### src/rtl/dma_xfer_seq.sv
module dma_xfer_seq #(
  parameter int NCH = 8,
  parameter int AW  = 32,
  parameter int DW  = 32,
  parameter int CW  = (NCH > 1) ? $clog2(NCH) : 1
) (
  input  logic          clk,
  input  logic          rst_n,
  input  logic          start,
  input  logic [CW-1:0] start_ch,
  input  logic [AW-1:0] src_addr,
  input  logic [AW-1:0] dst_addr,
  input  logic [1:0]    xsize,
  input  logic          master_en,
  input  logic [NCH-1:0] ch_en,
  input  logic [NCH-1:0] ch_end,
  input  logic          nmi_flag,
  input  logic          stat_rd,
  input  logic          stat_wr,
  input  logic          stat_wdata,
  output logic          ae_flag,
  output logic          bus_rd,
  output logic          bus_wr,
  output logic [AW-1:0] bus_addr,
  output logic [DW-1:0] bus_wdata,
  input  logic [DW-1:0] bus_rdata,
  input  logic          bus_rdy,
  output logic          busy,
  output logic          done,
  output logic          err
);

  typedef enum logic [1:0] {S_IDLE, S_READ, S_WRITE, S_DONE} st_t;

  st_t           state;
  logic [AW-1:0] src_q, dst_q;
  logic [1:0]    size_q;
  logic [DW-1:0] hold_q;
  logic          sbad_q, dbad_q, arm_q;
  logic          can_go, accept;

  function automatic logic misal(input logic [AW-1:0] a, input logic [1:0] sz);
    case (sz)
      2'd0:    misal = 1'b0;
      2'd1:    misal = a[0];
      default: misal = |a[1:0];
    endcase
  endfunction

  assign can_go = master_en & ch_en[start_ch] & ~ch_end[start_ch] & ~nmi_flag & ~ae_flag;
  assign accept = (state == S_IDLE) & start & can_go;

  always_ff @(posedge clk or negedge rst_n) begin
    if (!rst_n) begin
      state  <= S_IDLE;
      src_q  <= '0;
      dst_q  <= '0;
      size_q <= '0;
      hold_q <= '0;
      sbad_q <= 1'b0;
      dbad_q <= 1'b0;
    end else begin
      case (state)
        S_IDLE: if (accept) begin
          state  <= S_READ;
          src_q  <= src_addr;
          dst_q  <= dst_addr;
          size_q <= xsize;
          sbad_q <= misal(src_addr, xsize);
          dbad_q <= misal(dst_addr, xsize);
        end
        S_READ: begin
          if (sbad_q) state <= S_WRITE;
          else if (bus_rdy) begin
            hold_q <= bus_rdata;
            state  <= S_WRITE;
          end
        end
        S_WRITE: if (sbad_q | dbad_q | bus_rdy) state <= S_DONE;
        default: state <= S_IDLE;
      endcase
    end
  end

  always_ff @(posedge clk or negedge rst_n) begin
    if (!rst_n) begin
      ae_flag <= 1'b0;
      arm_q   <= 1'b0;
    end else if (state == S_DONE && (sbad_q | dbad_q)) begin
      ae_flag <= 1'b1;
    end else if (stat_wr) begin
      if (arm_q && !stat_wdata) ae_flag <= 1'b0;
      arm_q <= 1'b0;
    end else if (stat_rd && ae_flag) begin
      arm_q <= 1'b1;
    end
  end

  assign bus_rd    = (state == S_READ) & ~sbad_q;
  assign bus_wr    = (state == S_WRITE) & ~sbad_q & ~dbad_q;
  assign bus_addr  = (state == S_WRITE) ? dst_q : src_q;
  assign bus_wdata = hold_q;
  assign busy      = (state != S_IDLE);
  assign done      = (state == S_DONE);
  assign err       = done & (sbad_q | dbad_q);

endmodule


### config.mk
export PLATFORM = sky130hd
export DESIGN_NAME = dma_xfer_seq
export DESIGN_NICKNAME = d
export VERILOG_FILES = /design/src/rtl/dma_xfer_seq.sv
export SDC_FILE = /design/constraint.sdc
export NUM_CORES = 1
export LEC_CHECK = 0
export BUFFER_PORTS_ARGS = -buffer_cell sky130_fd_sc_hd__buf_2
export CAP_MARGIN = 40
export CELL_PAD_IN_SITES_DETAIL_PLACEMENT = 1
export CELL_PAD_IN_SITES_GLOBAL_PLACEMENT = 1
export CORE_MARGIN = 10
export CORE_UTILIZATION = 30
export DETAILED_ROUTE_END_ITERATION = 7
export PLACE_DENSITY = 0.77
export SYNTH_ARGS = -nofsm -noshare
export SYNTH_HDL_FRONTEND = slang
export SYNTH_SLANG_ARGS = --single-unit
export TNS_END_PERCENT = 100
### constraint.sdc
create_clock -name clk -period 1.66 [get_ports clk]
set_clock_uncertainty 0.1 [all_clocks]
set_input_delay 0.166 -clock clk [delete_from_list [all_inputs] [get_ports clk]]
set_output_delay 0.166 -clock clk [all_outputs]
set_load 0.05 [all_outputs]
==> flow_summary.toml, run 1 <==
[run_status]
status = "finished with violations"
violations = "setup timing"

[synth]
syn-cell-area_sq_mm = 0.004706
synth.area.top_cells = "dfrtp_1 (54%), mux2_2 (19%), mux2_4 (16%)"
synth_cells = 296
synth_common_cells = "dfrtp_1 (102), mux2_2 (79), mux2_4 (49), nand2_1 (7), buf_12 (6)"
ys_ff_latch = 102
synth_top_area_share_pct = 54.24
syn_area_per_cell_sq_um = 15.90
yosysUniqueCellTypes = 32
synth_ff_type = "dfrtp_1"
synth_seq_area_share_pct = 54.24
yosysWarnings = 0
synth.most_common_cell = "dfrtp_1"
synth_enable_flop_cells = 0
yosysTopAreaCell = "dfrtp_1"
syn_nets = 426
ys_async_sr_fraction_pct = 100.0

[run]
maxCapViolCount = 0

[cts]
cts_buffers = 9
cts_root_buf = "clkbuf_16"
tritoncts = "done"
cts.sinks = 102
cts.path.max_buffers = 2
worstSkewPairLatency_ns = 0.34
clkTransAtPathRegs_ns = 0.07
htree_levels = 3

[placement]
gp_congestion = 0.7665
dpl_cell_area_sq_mm = 0.006138
pre_cts_ws_ns = -0.3726
post-dp-hpwl_um = 10640
port_buffers = 195

[global_route]
grt_pass1_vias = 4670
grt_overflow = 0
grt_usage_pct = 17.12
antenna_found_initial = 0
grt_max_degree = 48
grt_pass1_wl_um = 28550

[pwr]
p_seq_share_pct = 25.2
p_per_area_mw_per_mm2 = 1848
clkPwrFrac_pct = 14.5
p_comb_share_pct = 60.3
internal_power_uw = 9143
sw_frac_of_total_pct = 42.54
ir_drop_mv = 0.8686
p_leak_uw = 0.004136
p_switching_uw = 6770

[floorplan]
coreArea_sq_mm = 0.01531
die_h_um = 145.2
dieArea_sq_mm = 0.02110
row_count = 45
start_util_pct = 30.73
die_x_um = 145.2
ios = 196

[hold_path]
min_path_type = "in2reg"
min_from = "dst_addr[1]"
min_path_cells = 2
min_to = "dst_q[1]"

[critical_path]
r2r_cells = 9
reg2reg_slack_ns = -0.35
timing.rr.start = "state[1]"
cp_max_fo = 6
cp_cell_sequence = "ha_4 -> buf_12 -> clkbuf_16 -> mux2_4 -> buf_6"
worst_setup_path_start_kind = "register"
crit_arrival_ns = 1.76
cpMaxStageDelayCell = "dfrtp_2"
cpPeakStageDelay_ns = 0.44
cp.required_ns = 1.39
path_class = "reg2out"
worstReg2RegEnd = "state[1]"
worstSetupEndpointType = "output pin"

[timing]
rsz0062_at_grt = "yes"
fin_hold_ws_ns = 0.02277
maxSlewHeadroom_pct = 73.12
finalMaxSlewViolations = 0
finalCritPeriodShare_pct = 122.0
setup_violations = 134
fmaxAchievable_ghz = 0.4939
fin_crit_ns = 2.025
setup_ws_ns = -0.3649
worstMarginPinSlew_ns = 0.4032
report.final.hold_viol_count = 0
tns_ns = -34.54

[finish]
fin_area_sq_mm = 0.008611
ff_latch_area_sq_mm = 0.002555
areaGrowthSynthToFinish_pct = 82.98
drive_gt1_share_pct = 64.29
diodes = 0
multi_input_area_sq_mm = 0.002296
layout.nets = 769
fillers = 1528

[drt]
routed-via-count = 3817
drtIter0Drc = 88
antenna_left = 0
first_pass_iters = 4
viasPerCell = 4.464
routed_wl_um = 19200
drc = 0
avgRoutedWirePerCell_um = 22.46
==> per-layer routing <==
layer | global-route usage, % | vias to the layer above | routed length [um]
met3 | 4.502 | 18 | 928
met5 | 0 | - | 0
met2 | 32.31 | 128 | 10650
met4 | 5.056 | 0 | 279
li1 | - | 1760 | -
met1 | 18.11 | 1911 | 7343
==> timing repair <==
item                                    in CTS  in global routing
endpoints found under the hold margin      124                  0
setup buffers                               16                  6
endpoints found under the setup margin     134                138
hold buffers                                97                  0
resized for setup                          133                 57
gates cloned                                10                  4
pin swaps                                    2                  1
==> cell usage in the layout (no fill, tap or decap), drive strengths merged, types with 3 or more instances in the layout <==
cell,instances
mux2,128
a21oi,3
nor2,4
buf,245
dlygate4sd3,97
clkbuf,13
nand3b,4
o21ai,3
dfrtp,102
or3b,3
ha,4
inv,5
nand2,7
==> power by group through the flow <==
stage          registers (uW)  clock network [uW]  logic (uW)
2_1_floorplan            5300                   0        3710
5_1_grt                  4120                2470       10000
3_5_place_dp             3950                   0        6920
3_3_place_gp             3880                   0        6770
6_report                 4010                2300        9600
4_1_cts                  3930                2360        8620
==> worst max-delay path: cells and delay by family, from the launching register on <==
family	cells	cell delay, ns
DFF	1	0.44
buffers and inverters	3	0.46
muxes	1	0.31
adders and majority gates	1	0.19
==> flip-flops by register name, summed over array words and instances (netlist names) <==
| name | count |
|---|---|
| dbad_q | 1 |
| dst_q | 32 |
| arm_q | 1 |
| sbad_q | 1 |
| state | 2 |
| bus_wdata | 32 |
| src_q | 32 |
| ae_flag | 1 |
==> logic make-up after synthesis <==
| group | after synthesis | share of synthesized area, % |
|---|---|---|
| and+or+nand+nor | 27 | 3.590 |
| adders and majority gates | 4 | 1.064 |
| AOI/OAI and AO/OA | 16 | 2.765 |
| muxes | 129 | 34.75 |
| DFF | 102 | 54.24 |
| buffers and inverters | 18 | 3.589 |
==> per-stage QoR <==
stage                     util (%)  total power [uW]  cells
after floorplan                  -              9006    296
after global placement       40.08             10640    710
after detailed placement     40.08             10870    710
after CTS                    54.25             14910    849
after global routing         56.23             16610    855
final                        56.23             15910    855
==> worst max path at each step <==
stage	from	endpoint	slack, ns	cells after the start
after floorplan	state[0]	state[1]	-0.44	8
after global routing	state[0]	state[1]	-0.43	10
after detailed placement	start_ch[0]	src_q[31]	-0.37	7
final	state[1]	bus_addr[28]	-0.36	5
after global placement	start_ch[0]	src_q[15]	-0.32	7
after CTS	state[0]	bus_addr[31]	-0.37	6
==> final cells by class <==
| class | instances | share of cell area [%] |
|---|---|---|
| inverters | 4 | 0.2325 |
| well taps | 211 | 3.066 |
| clock buffers | 9 | 2.616 |
| repair buffers | 346 | 36.62 |
| clock inverters | 7 | 1.133 |
| multi-input cells | 176 | 26.66 |
| flip-flops and latches | 102 | 29.67 |
(Power assumes the default switching activity.)
==> run 2, diff against run 1 <==
- SETUP_SLACK_MARGIN: unset -> 0.2
==> run 2 against run 1 <==
Effect of this change: the flow still finishes with violations (setup timing); sequential power about the same; die area unchanged; global-route usage increased by 0.051 points; design area increased by 1.9%; register-to-register slack about the same; core utilization increased by 1.1 points; final cell count increased by 0.58%; critical endpoint unchanged.
==> flow_summary.toml, run 2 (same netlist as run 1, synthesis figures left out) <==
[finish]
fin_cells = 860
ff_latch_area_sq_mm = 0.002555
diodes = 0
drive_gt1_share_pct = 65.49
most-common-layout-cells = "buf_2 (157), dfrtp_1 (100), dlygate4sd3_1 (97)"
mostFrequentLayoutCell = "buf_2"
multi_input_area_sq_mm = 0.002351
fillers = 1522
areaGrowthSynthToFinish_pct = 86.47
layout.nets = 774

[timing]
setup_ws_ns = -0.3848
finalMaxSlewViolations = 0
report.final.hold_viol_count = 0
fmaxAchievable_ghz = 0.4890
finalCritPeriodShare_pct = 123.2
maxSlewHeadroom_pct = 73.24
setup_violations = 135
fin_crit_ns = 2.045
rsz0062_at_grt = "yes"
worstMarginPinSlew_ns = 0.4015
fin_hold_ws_ns = 0.01777

[cts]
cts_buffers = 9
tritoncts = "done"
htree_levels = 3
clkTransAtPathRegs_ns = 0.07
cts.sinks = 102
cts_root_buf = "clkbuf_16"
cts.path.max_buffers = 2
worstSkewPairLatency_ns = 0.34

[drt]
routed-via-count = 3902
routed_wl_um = 19340
avgRoutedWirePerCell_um = 22.49
drtIter0Drc = 98
viasPerCell = 4.537
first_pass_iters = 4
drc = 0
antenna_left = 0

[placement]
dp_cells = 710
port_buffers = 195
gp_congestion = 0.7665
post-dp-hpwl_um = 10640
pre_cts_ws_ns = -0.3726

[floorplan]
die_x_um = 145.2
die_h_um = 145.2
start_util_pct = 30.73
dieArea_sq_mm = 0.02110
coreArea_sq_mm = 0.01531
ios = 196
row_count = 45

[pwr]
p_switching_uw = 6864
p_comb_share_pct = 60.6
ir_drop_mv = 0.8734
clkPwrFrac_pct = 14.3
p_per_area_mw_per_mm2 = 1836
internal_power_uw = 9248
sw_frac_of_total_pct = 42.60
p_seq_share_pct = 25.0
p_leak_uw = 0.004207

[run_status]
status = "finished with violations"
violations = "setup timing"

[critical_path]
crit_arrival_ns = 1.78
worstSetupEndpointType = "output pin"
path_class = "reg2out"
worst_setup_path_start_kind = "register"
cp.required_ns = 1.39
cp_max_fo = 6

[global_route]
antenna_found_initial = 0
grt_max_degree = 48
grt_pass1_vias = 4660
grt_pass1_wl_um = 28590
grt_usage_pct = 17.17
grt_overflow = 0

[run]
maxCapViolCount = 0

[hold_path]
min_path_type = "in2reg"
-- run 2: final cells by class --
cell class / instances / share of cell area (%)
flip-flops and latches: 102 / 29.12
inverters: 4 / 0.2852
clock buffers: 9 / 2.567
clock inverters: 7 / 1.112
well taps: 211 / 3.009
repair buffers: 351 / 37.12
multi-input cells: 176 / 26.79
-- run 2: worst paths after layout --
| check | startpoint | end | slack (ns) | depth (start not counted) |
|---|---|---|---|---|
| setup / recovery | state[1] | bus_addr[28] | -0.38 | 5 |
| max in group asynchronous | rst_n | src_q[16] | 0.67 | 3 |
| hold reg to reg | bus_wdata[10] | bus_wdata[10] | 0.40 | 1 |
| hold / removal | dst_addr[1] | dst_q[1] | 0.02 | 2 |
| min in group asynchronous | rst_n | bus_wdata[10] | 0.19 | 2 |
| setup reg to reg | state[1] | state[1] | -0.35 | 10 |
-- run 2: power groups by stage --
stage / Combinational [uW] / Sequential [uW] / Clock (uW)
2_1_floorplan: 3710 / 5300 / 0
3_3_place_gp: 6770 / 3880 / 0
3_5_place_dp: 6920 / 3950 / 0
4_1_cts: 8640 / 3940 / 2360
5_1_grt: 10200 / 4140 / 2470
6_report: 9770 / 4030 / 2310
-- run 2: stage by stage --
step                      utilization, %  power (uW)  TNS, ns  area (sq um)
after floorplan                        -        9006   -19.97          4835
after global placement             40.08       10640   -23.41          6138
after detailed placement           40.08       10870   -28.93          6138
after CTS                          54.44       14940   -35.87          8338
after global routing               57.30       16790   -44.68          8775
final                              57.30       16110   -38.92          8775
-- run 2: critical path: stages (launching register included) --
cell and delay (ns):
dfrtp_2 0.45, ha_4 0.20, buf_12 0.15, clkbuf_16 0.16, mux2_4 0.31, buf_6 0.16
-- run 2: repair_timing --
action                                  in CTS  in global routing
endpoints found under the hold margin      124                  0
pin swaps                                    3                  4
gates cloned                                10                  4
hold buffers                                97                  0
setup buffers                               17                  6
resized for setup                          139                 70
endpoints found under the setup margin     138                139
-- run 2: per-layer routing --
layer  vias up  global-route usage (%)  wire [um]  part of all wire, %
met4         0                   5.713        418                  2.2
met1      1952                   18.09       7319                   38
li1       1769                       -          -                    -
met2       151                   32.13      10550                   55
met3        30                   4.626       1059                  5.5
met5         -                       0          0                    0
